File: config.mk
export PLATFORM = sky130hd
export DESIGN_NAME = xpt_ctrl_array
export DESIGN_NICKNAME = d
export VERILOG_FILES = /design/src/rtl/xpt_pkg.sv /design/src/rtl/xpt_addr_decode.sv /design/src/rtl/xpt_cell.sv /design/src/rtl/xpt_ctrl_array.sv
export SDC_FILE = /design/constraint.sdc
export NUM_CORES = 1
export LEC_CHECK = 0
export BUFFER_PORTS_ARGS = -buffer_cell sky130_fd_sc_hd__buf_4
export CORE_UTILIZATION = 25
export CTS_CLUSTER_DIAMETER = 200
export DETAILED_ROUTE_END_ITERATION = 16
export PLACE_DENSITY = 0.49
export SYNTH_ARGS = -nofsm -noshare
export SYNTH_HDL_FRONTEND = slang
export SYNTH_HIERARCHICAL = 1
export SYNTH_SLANG_ARGS = --single-unit
File: constraint.sdc
create_clock -name clk -period 4.6 [get_ports clk]
set_clock_uncertainty 0.1 [all_clocks]
set_input_delay 0.46 -clock clk [delete_from_list [all_inputs] [get_ports clk]]
set_output_delay 0.46 -clock clk [all_outputs]
set_load 0.01 [all_outputs]
File: src/rtl/xpt_pkg.sv
package xpt_pkg;
    localparam int unsigned XPT_COLS  = 8;
    localparam int unsigned XPT_ROWS  = 12;
    localparam int unsigned XPT_COL_W = $clog2(XPT_COLS);
    localparam int unsigned XPT_ROW_W = 4;
    localparam int unsigned XPT_CELLS = XPT_COLS * XPT_ROWS;

    typedef struct packed {
        logic                 strobe;
        logic [XPT_ROW_W-1:0] row;
        logic [XPT_COL_W-1:0] col;
        logic                 data;
    } xpt_wr_t;

    function automatic int unsigned xpt_index(input int unsigned row,
                                              input int unsigned col);
        return row * XPT_COLS + col;
    endfunction
endpackage

File: src/rtl/xpt_addr_decode.sv
module xpt_addr_decode
    import xpt_pkg::*;
#(
    parameter int unsigned COLS  = XPT_COLS,
    parameter int unsigned ROWS  = XPT_ROWS,
    localparam int unsigned CELLS = COLS * ROWS
) (
    input  xpt_wr_t          req,
    output logic [CELLS-1:0] sel
);
    for (genvar r = 0; r < ROWS; r++) begin : g_row
        for (genvar c = 0; c < COLS; c++) begin : g_col
            assign sel[r*COLS + c] = req.strobe
                                   && (req.row == XPT_ROW_W'(r))
                                   && (req.col == XPT_COL_W'(c));
        end
    end
endmodule

File: src/rtl/xpt_cell.sv
module xpt_cell (
    input  logic clk,
    input  logic clear,
    input  logic en,
    input  logic data,
    output logic q_out
);
    logic held;

    always_ff @(posedge clk) begin
        if (clear)   held <= 1'b0;
        else if (en) held <= data;
    end

    always_comb begin
        if (clear)   q_out = 1'b0;
        else if (en) q_out = data;
        else         q_out = held;
    end
endmodule

File: src/rtl/xpt_ctrl_array.sv
module xpt_ctrl_array
    import xpt_pkg::*;
#(
    parameter int unsigned COLS  = XPT_COLS,
    parameter int unsigned ROWS  = XPT_ROWS,
    localparam int unsigned CELLS = COLS * ROWS
) (
    input  logic                 clk,
    input  logic                 clear,
    input  logic                 strobe,
    input  logic [XPT_ROW_W-1:0] row_addr,
    input  logic [XPT_COL_W-1:0] col_addr,
    input  logic                 data,
    output logic [CELLS-1:0]     sw_en
);
    xpt_wr_t          req;
    logic [CELLS-1:0] sel;

    assign req = '{strobe: strobe, row: row_addr, col: col_addr, data: data};

    xpt_addr_decode #(.COLS(COLS), .ROWS(ROWS)) u_dec (
        .req (req),
        .sel (sel)
    );

    for (genvar i = 0; i < CELLS; i++) begin : g_cell
        xpt_cell u_cell (
            .clk   (clk),
            .clear (clear),
            .en    (sel[i]),
            .data  (req.data),
            .q_out (sw_en[i])
        );
    end
endmodule

-- Yosys cells after proc, flatten, opt, wreduce, memory -nomap -nowiden
Cells that the tools add are included.
- reduce and logical (&&, ||, !) cells: 110
- eq/ne operators: 18
- muxes and demuxes: 192
- operators by type and width (operator ; count):
    two-way mux 1 bit ; 192
    logical AND 1 bit ; 108
    == test 4 x 3 -> 1 bit, second input constant ; 4
    == test 4 bit, second input constant ; 4
    == test 3 bit, second input constant ; 4
    == test 4 x 2 -> 1 bit, second input constant ; 2
    == test 3 x 2 -> 1 bit, second input constant ; 2
    == test 4 x 1 -> 1 bit, second input constant ; 1
    logical NOT 4 bit ; 1
    == test 3 x 1 -> 1 bit, second input constant ; 1
    logical NOT 3 bit ; 1
- flip-flop bits (word level): 96
- output and inout bits: 96
- logic and storage cells: 416
- bits of input ports: 11

-- Logic depth before layout (Yosys ltp)
- word-level depth: 5
- mapped depth: 7
- gate-level depth less buffers: 4

-- Cells and area by module
Netlist, hierarchy kept.
- modules (own cells, without submodules) (module ; cells an instance ; instances ; area each (sq um)):
    xpt_cell ; 3 ; 96 ; 33.8
    xpt_addr_decode ; 157 ; 1 ; 919.6

-- Least setup slack after synthesis
OpenSTA, ideal clock, no wires.
- path kind: input port to output port
- start point: input port col_addr[0]
- end point: output port sw_en[10]
- data arrival time: 1.624 ns
- setup slack: 2.416 ns
- required time: 4.040 ns
- stages on the path: 6
- cell sequence: buf_6 > or4b_4 > buf_6 > nor2_2 > mux2i_1 > nor2_1
- cells in the longest elaborated chain, start to end: 4
- RTL lines (element ; line ; text):
    from (decl) ; xpt_ctrl_array.sv:12 ; input logic [XPT_COL_W-1:0] col_addr,
    == test 3 x 2 -> 1 bit ; xpt_addr_decode.sv:15 ; && (req.col == XPT_COL_W'(c));
    logical AND 1 bit ; xpt_addr_decode.sv:15 ;
    named net sel[10] ; xpt_ctrl_array.sv:17 ; logic [CELLS-1:0] sel;
    two-way mux 1 bit ; xpt_cell.sv:17 ; else if (en) q_out = data;
    two-way mux 1 bit ; xpt_cell.sv:16 ; if (clear) q_out = 1'b0;
    to (decl) ; xpt_ctrl_array.sv:14 ; output logic [CELLS-1:0] sw_en
The timed path passes the listed nets, and every way through them passes these cells.

-- Worst setup path in the final report
- start point: input port col_addr[0]
- end point: output port sw_en[94]
- cells in the longest elaborated chain, start to end: 4
- RTL lines (element ; line):
    == test 3 bit ; xpt_addr_decode.sv:15
    logical AND 1 bit ; xpt_addr_decode.sv:15
    named net sel[94] ; xpt_ctrl_array.sv:17
    two-way mux 1 bit ; xpt_cell.sv:17
    two-way mux 1 bit ; xpt_cell.sv:16
The timed path passes the listed nets, and every way through them passes these cells.

==> results.toml <==
[clocking]
cts_max_level = 3
clk_root_buffer_cell = "clkbuf_16"
cts_buffers = 9
cts_resized = 0
clk_path_buf_depth = 2
postCtsSetupBuffers = 0
clkTransAtPathRegs_ps = 60
cts_hold_buf = 0
cts_tree = "yes"
clkLatencyLatePin_ps = 350
cts.sink_count = 96

[worst_setup_path]
path_cells = "buf_4 > nand4bb_1 > nor3_1 > mux2i_1 > nor2_1 > buf_4"
cp.arrival_ps = 2300
crit_top_cell = "buf_4"
cp_max_fo = 20
crit_path_max_incr_delay_ps = 730
path_class = "in2out"
cp_slowest_cell = "nand4bb_1"
cp_top_family = "simple AND/OR/NAND/NOR gates"
required_ps = 4040
startpoint_type = "input pin"
crit_buf_inv = 2
crit_path_end_kind = "output port"

[routing]
post_drt_wl_per_cell_um = 15.2
ant_nets = 0
firstDrtPassIters = 4
dr_total_vias = 3386
first_iter_violations = 180
drc_errors = 0
viasPerCell = 4.46
drt-total-wl_um = 11600

[global_route]
grt_max_degree = 97
antenna_found_initial = 0
grt_pass1_vias = 3066
track_usage = 0.138
grt_pass1_wl_um = 17400
globalRouteOverflowTotal = 0

[sta]
setup_tns_ps = 0
setup_viol = 0
drv_slew = 0
hold_ws_ps = 414
worst_pin_slew_ps = 1000
relSlewSlack = 0.332
rsz0062_at_grt = "no"
period_share = 0.623
fin_crit_ps = 2860
timing.fmax_mhz = 349
hold_violations = 0

[floorplan]
die_x_um = 131
core_um2 = 16100
dieArea_um2 = 17200
start_util = 0.259
fp.dieH_um = 131
row_count = 46
ios = 107

[status]
outcome = "completed"

[finish]
largest-register = "g_cell.u_cell/held"
syn2layout_area_growth_pct = 29.1
drive_gt1_frac = 0.250
insertedDiodeCount = 0
nFillCells = 1670
fin_area_um2 = 5380
largest_reg_flops = 96
final_util = 0.335
layout.nets = 552
top_regs = "g_cell.u_cell/held: 96 flops"

[pwr]
max-vdd-ir-drop_uv = 158
totalPowerFinal_mw = 1.61
power.density_nw_per_um2 = 300
p_leak_nw = 1.89

[logic_synthesis]
synthArstFlopShare = 0
postSynthCellCount = 445
synth_area_um2 = 4160
yosys.area.top_type = "dfxtp_1"
synth_ff_type = "dfxtp_1"
synth-edff-count = 0
ys_types = 22
syn-num-nets = 456
synth_common_cells = "nor2_1 (166), dfxtp_1 (96), mux2i_1 (96)"
synth-seq-cells = 96
ys.warnings.count = 6
yosysTopAreaCellShare = 0.462
avgSynthCellArea_um2 = 9.35
yosys-top-cells-area = "dfxtp_1 (46%), mux2i_1 (23%), nor2_1 (15%)"
yosysMostFrequentCell = "nor2_1"
ys_seq_area_frac = 0.462

[worst_hold_path]
hp-class = "reg2reg"

[place]
post_dp_cell_area_um2 = 5110
port_buffers = 106
gp_congestion = 0.710
dp_hpwl_um = 7260

[flow_run]
drv_cap = 0
-- stage by stage --
step	std cells	worst slack, ps
after floorplan	445	2420
after global placement	746	1730
after detailed placement	746	1730
after CTS	760	1730
after global routing	760	1530
final	760	1740
-- final cells by class --
cell class,instances,area [µm²],area share
clock buffers,10,239,0.0445
repair buffers,106,796,0.148
inverters,1,3.75,0.000698
well taps,216,270,0.0503
multi-input cells,327,2120,0.395
clock inverters,4,22.5,0.00419
flip-flops and latches,96,1920,0.358
-- worst register-to-register path, cell delays in order (launching register included) --
cell and delay [ps]:
dfxtp_1 310, mux2i_1 60, nor2_1 240
-- report_power, final --
group	switching [mW]	leakage [nW]	internal [mW]	total (mW)
Combinational	0.0711	0.992	0.0246	0.0957
Sequential	0.000431	0.773	0.833	0.833
Clock	0.313	0.130	0.372	0.686
Total	0.385	1.89	1.23	1.61
-- routing by layer --
layer / part of all wire / wire, µm / global-route usage / vias to the layer above
met5: 0 / 0 / 0 / -
li1: - / - / - / 1704
met1: 0.49 / 5650 / 0.187 / 1582
met2: 0.45 / 5160 / 0.208 / 89
met4: 0.011 / 129 / 0.0480 / 0
met3: 0.055 / 636 / 0.0391 / 11
-- placed cells by master (no fill, tap or decap), drive strengths merged --
cell      count
dfxtp        96
nand4         1
nand2b        5
nand2         2
or4b          7
or4           1
nor2        175
nand4b        9
nand4bb      14
nor4          7
clkinvlp      1
nor3         10
clkinv        3
mux2i        96
buf         106
inv           1
clkbuf       10
-- path summary, 6_finish.rpt --
kind / startpoint / to / slack, ps / cells after the start
setup / recovery: col_addr[0] / sw_en[94] / 1740 / 6
hold / removal: g_cell[92].u_cell/held / g_cell[92].u_cell/held / 410 / 2
setup reg to reg: g_cell[79].u_cell/held / g_cell[79].u_cell/held / 3790 / 2
hold reg to reg: g_cell[92].u_cell/held / g_cell[92].u_cell/held / 410 / 2
-- cell families (layout without fill, tap and decap cells) --
logic type    after synthesis  in the layout  synth area share
simple gates              231            231             0.279
buf+inv                    22            121            0.0286
flops                      96             96             0.462
mux                        96             96             0.231
Note: power is estimated with default switching activity, not from simulation.
